## config.mk

```make
export PLATFORM = sky130hd
export DESIGN_NAME = regStackUnit
export DESIGN_NICKNAME = d
export VERILOG_FILES = /design/src/rtl/regStackPkg.sv /design/src/rtl/regStackCtrl.sv /design/src/rtl/regStackDp.sv /design/src/rtl/regStackUnit.sv
export SDC_FILE = /design/constraint.sdc
export NUM_CORES = 1
export LEC_CHECK = 0
export CAP_MARGIN = 20
export CORE_AREA = 2 2 64 66
export CTS_BUF_LIST = sky130_fd_sc_hd__clkbuf_4
export DETAILED_ROUTE_END_ITERATION = 16
export DIE_AREA = 0 0 66 68
export DONT_BUFFER_PORTS = 1
export PLACE_DENSITY = 0.68
export SLEW_MARGIN = 20
export SYNTH_ARGS = -nofsm -noshare
export SYNTH_HDL_FRONTEND = slang
export SYNTH_SLANG_ARGS = --single-unit
```

## constraint.sdc

```tcl
create_clock -name clk -period 1.95 [get_ports clk]
set_input_delay 0.2925 -clock clk [delete_from_list [all_inputs] [get_ports clk]]
set_output_delay 0.2925 -clock clk [all_outputs]
set_load 0.005 [all_outputs]
```

## src/rtl/regStackPkg.sv

```systemverilog
package regStackPkg;
  typedef enum logic [1:0] {ACC_HOLD, ACC_LOAD, ACC_SWAP} accSelT;
  typedef enum logic [2:0] {SP_HOLD, SP_INC, SP_DEC, SP_LOAD, SP_SWAP} spSelT;
  typedef enum logic [1:0] {FL_HOLD, FL_DP, FL_REG, FL_MASK} flagSelT;

  typedef struct packed {
    accSelT  accSel;
    logic    idxLoad;
    spSelT   spSel;
    flagSelT flagSel;
    logic    maskOr;
    logic    stackPop;
    logic    readHit;
  } strobeT;
endpackage

```

## src/rtl/regStackCtrl.sv

```systemverilog
module regStackCtrl
  import regStackPkg::*;
#(
  parameter int ADDR_W = 8,
  parameter logic [ADDR_W-1:0] FLAG_ADDR = 8'hF7
) (
  input  logic              clk,
  input  logic              rstN,
  input  logic              accWe,
  input  logic              idxWe,
  input  logic              spWe,
  input  logic              swapAccSp,
  input  logic              pushReq,
  input  logic              popReq,
  input  logic              flagWe,
  input  logic              maskEn,
  input  logic              maskIsOr,
  input  logic [ADDR_W-1:0] regAddr,
  input  logic              regRd,
  input  logic              regWr,
  output strobeT            stb
);
  logic addrMatch;
  assign addrMatch = (regAddr == FLAG_ADDR);

  always_comb begin
    stb = '0;
    stb.accSel  = ACC_HOLD;
    stb.spSel   = SP_HOLD;
    stb.flagSel = FL_HOLD;

    if (swapAccSp)  stb.accSel = ACC_SWAP;
    else if (accWe) stb.accSel = ACC_LOAD;

    stb.idxLoad = idxWe;

    if (swapAccSp)    stb.spSel = SP_SWAP;
    else if (spWe)    stb.spSel = SP_LOAD;
    else if (pushReq) stb.spSel = SP_INC;
    else if (popReq)  stb.spSel = SP_DEC;

    stb.stackPop = popReq && !pushReq;

    if (maskEn)                  stb.flagSel = FL_MASK;
    else if (regWr && addrMatch) stb.flagSel = FL_REG;
    else if (flagWe)             stb.flagSel = FL_DP;

    stb.maskOr  = maskIsOr;
    stb.readHit = regRd && addrMatch;
  end

  AST_MASK_WINS: assert property (@(posedge clk) disable iff (!rstN)
    maskEn |-> stb.flagSel == FL_MASK);
  AST_SWAP_OVERRIDES: assert property (@(posedge clk) disable iff (!rstN)
    swapAccSp |-> (stb.spSel == SP_SWAP && stb.accSel == ACC_SWAP));
  AST_PUSH_OVER_POP: assert property (@(posedge clk) disable iff (!rstN)
    (pushReq && !swapAccSp && !spWe) |-> stb.spSel == SP_INC);
endmodule

```

## src/rtl/regStackDp.sv

```systemverilog
module regStackDp
  import regStackPkg::*;
#(
  parameter int DATA_W = 8,
  parameter logic [DATA_W-1:0] FLAG_RESET = 8'h02,
  parameter logic [DATA_W-1:0] FLAG_WMASK = 8'h17
) (
  input  logic              clk,
  input  logic              rstN,
  input  strobeT            stb,
  input  logic [DATA_W-1:0] accWdata,
  input  logic [DATA_W-1:0] idxWdata,
  input  logic [DATA_W-1:0] spWdata,
  input  logic [DATA_W-1:0] flagWdata,
  input  logic [DATA_W-1:0] regWdata,
  input  logic [DATA_W-1:0] maskImm,
  output logic [DATA_W-1:0] acc,
  output logic [DATA_W-1:0] idx,
  output logic [DATA_W-1:0] sp,
  output logic [DATA_W-1:0] flags,
  output logic [DATA_W-1:0] stackAddr,
  output logic [DATA_W-1:0] regRdata
);
  localparam logic [DATA_W-1:0] ONE = 1;

  logic [DATA_W-1:0] accNext, spNext, flagsRaw, flagsNext;

  always_comb begin
    unique case (stb.accSel)
      ACC_LOAD: accNext = accWdata;
      ACC_SWAP: accNext = sp;
      default:  accNext = acc;
    endcase
  end

  always_comb begin
    unique case (stb.spSel)
      SP_INC:  spNext = sp + ONE;
      SP_DEC:  spNext = sp - ONE;
      SP_LOAD: spNext = spWdata;
      SP_SWAP: spNext = acc;
      default: spNext = sp;
    endcase
  end

  always_comb begin
    unique case (stb.flagSel)
      FL_MASK: flagsRaw = stb.maskOr ? (flags | maskImm) : (flags & maskImm);
      FL_REG:  flagsRaw = regWdata;
      FL_DP:   flagsRaw = flagWdata;
      default: flagsRaw = flags;
    endcase
    flagsNext = flagsRaw & FLAG_WMASK;
  end

  always_ff @(posedge clk) begin
    if (!rstN) begin
      acc   <= '0;
      idx   <= '0;
      sp    <= '0;
      flags <= FLAG_RESET;
    end else begin
      acc   <= accNext;
      sp    <= spNext;
      flags <= flagsNext;
      if (stb.idxLoad) idx <= idxWdata;
    end
  end

  assign stackAddr = stb.stackPop ? (sp - ONE) : sp;
  assign regRdata  = stb.readHit ? flags : '0;

  AST_SWAP_EXCH: assert property (@(posedge clk) disable iff (!rstN)
    stb.accSel == ACC_SWAP |=> (acc == $past(sp) && sp == $past(acc)));
  AST_PUSH_STEP: assert property (@(posedge clk) disable iff (!rstN)
    stb.spSel == SP_INC |=> sp == $past(sp) + ONE);
  AST_POP_STEP: assert property (@(posedge clk) disable iff (!rstN)
    stb.spSel == SP_DEC |=> sp == $past(sp) - ONE);
  AST_RSVD_ZERO: assert property (@(posedge clk) disable iff (!rstN)
    (flags & ~FLAG_WMASK) == '0);
  AST_FLAG_HOLD: assert property (@(posedge clk) disable iff (!rstN)
    stb.flagSel == FL_HOLD |=> $stable(flags));
endmodule

```

## src/rtl/regStackUnit.sv

```systemverilog
module regStackUnit
  import regStackPkg::*;
#(
  parameter int DATA_W = 8,
  parameter int ADDR_W = 8,
  parameter logic [ADDR_W-1:0] FLAG_ADDR  = 8'hF7,
  parameter logic [DATA_W-1:0] FLAG_RESET = 8'h02,
  parameter logic [DATA_W-1:0] FLAG_WMASK = 8'h17
) (
  input  logic              clk,
  input  logic              rstN,
  input  logic              accWe,
  input  logic [DATA_W-1:0] accWdata,
  input  logic              idxWe,
  input  logic [DATA_W-1:0] idxWdata,
  input  logic              spWe,
  input  logic [DATA_W-1:0] spWdata,
  input  logic              swapAccSp,
  input  logic              pushReq,
  input  logic              popReq,
  output logic [DATA_W-1:0] stackAddr,
  input  logic              flagWe,
  input  logic [DATA_W-1:0] flagWdata,
  input  logic              maskEn,
  input  logic              maskIsOr,
  input  logic [DATA_W-1:0] maskImm,
  input  logic [ADDR_W-1:0] regAddr,
  input  logic              regRd,
  input  logic              regWr,
  input  logic [DATA_W-1:0] regWdata,
  output logic              regHit,
  output logic [DATA_W-1:0] regRdata,
  output logic [DATA_W-1:0] accOut,
  output logic [DATA_W-1:0] idxOut,
  output logic [DATA_W-1:0] spOut,
  output logic [DATA_W-1:0] flagsOut
);
  strobeT stb;

  regStackCtrl #(.ADDR_W(ADDR_W), .FLAG_ADDR(FLAG_ADDR)) ctrl_i (
    .clk(clk), .rstN(rstN), .accWe(accWe), .idxWe(idxWe), .spWe(spWe),
    .swapAccSp(swapAccSp), .pushReq(pushReq), .popReq(popReq),
    .flagWe(flagWe), .maskEn(maskEn), .maskIsOr(maskIsOr),
    .regAddr(regAddr), .regRd(regRd), .regWr(regWr), .stb(stb)
  );

  regStackDp #(.DATA_W(DATA_W), .FLAG_RESET(FLAG_RESET), .FLAG_WMASK(FLAG_WMASK)) dp_i (
    .clk(clk), .rstN(rstN), .stb(stb),
    .accWdata(accWdata), .idxWdata(idxWdata), .spWdata(spWdata),
    .flagWdata(flagWdata), .regWdata(regWdata), .maskImm(maskImm),
    .acc(accOut), .idx(idxOut), .sp(spOut), .flags(flagsOut),
    .stackAddr(stackAddr), .regRdata(regRdata)
  );

  assign regHit = stb.readHit;

  AST_HIT_NEEDS_READ: assert property (@(posedge clk) disable iff (!rstN)
    regHit |-> regRd);
endmodule

```

==> metrics <==
Die X=between 60 and 70 um; residual DRC count=0; Area contributors post-synth=dfxtp_1, mux2i_1, nor2b_1, o211a_1, buf_4; TritonCTS sink count=28; final critical-path setup slack=0.0221 ns; CTS clk-pin slew, worst paths=between 0.15 and 0.2 ns; input/output buffers=0; hold buffer count at CTS=0; number of synthesized register bits=28; First-pass DRT Iterations=4; CP max FO=2; global-route wire length before repair=~7100 um; Avg Cell Area, Syn=8.43 sq um; Cell Chain, Critical Path=inv_2 -> ha_4 -> or3b_4 -> nor2_4 -> nand2_2 -> xnor2_2; Yosys top cell by area=dfxtp_1; CP max stage cell=or3b_4; clk_lat worst skew=roughly 0.33 ns; Post-Route WL=4650 um; max cap viols=0; sequential fraction of the synthesis area=between 20% and 30%; Die H=roughly 68 um; Total GRT Usage=a little over 20%; Distinct cells, synth=~50; largest net degree at the start of global routing=31; pre-CTS setup slack=between 0.15 and 0.2 ns; Hold Crit Class=primary input to flop; Design Power=around 0.0014 W; CP startpoint kind=flop; 1st-iter DRT viols=between 70 and 80; Arrival @ worst endpoint=between 1.5 and 2 ns; WL met3=369 um; Max Used Layer=met4; layout cells sized above 1=about an eighth; H-Tree Depth=1; Clock Path Buffers=2; Met1 Routed Length=about 1900 um; DP HPWL=~3400 um; Area Growth Syn to Fin=4.38%; DRT antenna net count=0; Finish-stage setup viols=0; Mapped Area=2000 sq um; Fin Clk Skew=0.00879 ns; Layout Cells excl Fill=between 200 and 300; number of flops mapped to enable cells by yosys=0; fin crit period=slightly below 2 ns; CP Class=flop to output port; top cell type's share of synthesized area=~28%; fmax=between 500 and 600 MHz; placed insts=270; Rows=23; period utilization=approximately 99%; CTS tree=yes; Slew Limit Fails=0; Async SR Flop Fraction=0%; Vias=around 1.7k; CTS root buf=clkbuf_4; Area after DPL=roughly 1900 sq um; post-route cell area=2090 sq um; status=completed; worst slew pin tran=~0.58 ns; leakage=slightly below 0.9 nW; YS warnings=0; Synth Flop Type=dfxtp_1; average vias per placed instance=5.93; vias in the first global route=1614; Max VDD drop=about 0.30 mV; Core ar.=~3900 sq um; Power per Cell Area=653 nW/um^2; Ports=118; Total Nets Final=approximately 300; slew margin rel.=between 60% and 70%; Die ar.=~4500 sq um; CP required=1.66 ns; Remaining Overflow, GRT=0; CTS buffer count=3; global placement routability congestion=0.791; max incr delay on CP=~0.39 ns; Crit. End Element=output port; Gate Count Post-Synth=around 240; met2 wire length=about 2400 um; Initial Utilization=51.8%; Hold Violations, Final=0; wire per inst=approximately 17 um; RSZ-0062 raised after global routing=yes; WHS=0.0652 ns; ant diodes=0; antenna violations before repair=0
==> metrics by stage <==
stage | utilization [%] | TNS, ns
after floorplan | - | 0
after global placement | 50.4 | 0
after detailed placement | 50.4 | 0
after CTS | 53.3 | -0.00438
after global routing | 54.1 | -0.203
final | 54.1 | 0
==> kinds of logic (layout without fill, tap and decap cells) <==
family	after synthesis	count (layout)	synth area share [%]
flops	28	28	28.1
compound gates	55	55	21.0
fa+ha+maj	2	2	1.25
other cells	1	8	0.188
buf+inv	35	21	10.2
mux	18	18	9.02
simple gates	86	86	25.0
xor+xnor	12	12	5.26
==> placed cells by master, fill, tap and decap left out, drive strengths merged, types with 2 or more instances in the layout <==
master  count
o211ai      2
a211oi      3
a21oi       8
nor3        4
nor4        4
nand2      21
ha          2
mux2i      18
nor2       12
buf        11
o21ai      10
o31ai       3
a31oi       2
nand4b      2
nand2b      3
nand4       5
and4        2
and3        4
o31a        2
nor3b       2
o311a       3
o311ai      2
o211a       9
xor2        4
inv         6
clkbuf      3
nor2b      16
o221ai      2
xnor2       8
dfxtp      28
nand3       5
conb        8
a311oi      2
==> cells in the mapped netlist, types with 3 or more instances <==
library cell / instances
nand4_1: 5
clkbuf_1: 13
o211a_1: 9
dfxtp_1: 28
inv_1: 6
nand2_1: 21
xnor2_1: 8
a211oi_1: 3
buf_4: 11
and3_1: 4
buf_6: 4
o31ai_1: 3
nor2b_1: 16
nor4_1: 3
o311a_1: 3
xor2_1: 4
nor2_1: 12
nand3_1: 5
o21ai_0: 10
nand2b_1: 3
nor3_1: 4
a21oi_1: 8
mux2i_1: 18
==> critical path, delay by kind of cell (launching register included) <==
family	cells	cell delay, ns
xor+xnor	1	0.13
flops	1	0.36
fa+ha+maj	1	0.13
buf+inv	1	0.07
simple gates	3	0.60
==> state kept, by name (all words and copies together), names as in the netlist <==
signal / flops
dp_i.idx: 8
dp_i.flags: 4
dp_i.acc: 8
dp_i.sp: 8
==> where the power goes <==
| part | switching [W] | internal [W] |
|---|---|---|
| sequential | 0.0000583 | 0.000616 |
| clock | 0.000177 | 0.000208 |
| combinational | 0.000145 | 0.000157 |
| total | 0.000380 | 0.000981 |
==> per-layer routing <==
layer	track usage (%)	up-vias
met5	0	-
met4	3.57	0
met3	5.59	2
met2	40.0	71
met1	21.7	757
li1	-	829
==> what timing repair did <==
item                                    CTS  global route
buffers inserted                          4             2
pin swaps                                 4             4
endpoints found under the setup margin    3             3
gates resized for setup                  10             3
==> layout make-up <==
cell class	instances	area [sq um]
Clock buffer	3	22.5
Clock inverter	1	30.0
Fill cell	392	1770
Inverter	6	22.5
Multi-Input combinational cell	181	1300
Sequential cell	28	563
Tap cell	50	62.6
Timing Repair Buffer	11	86.3
==> final timing paths <==
check                        startpoint                    endpoint  cells past startpoint  slack [ns]
min                                rstN     dp_i.sp[7]$_SDFFE_PN0P_                      1        0.07
max reg2reg     dp_i.sp[1]$_SDFFE_PN0P_     dp_i.sp[6]$_SDFFE_PN0P_                      7        0.17
min reg2reg  dp_i.flags[2]$_SDFFE_PN0P_  dp_i.flags[2]$_SDFFE_PN0P_                      2        0.55
max             dp_i.sp[1]$_SDFFE_PN0P_                stackAddr[6]                      6        0.02
No activity file was read; power rests on OpenSTA's default activity.
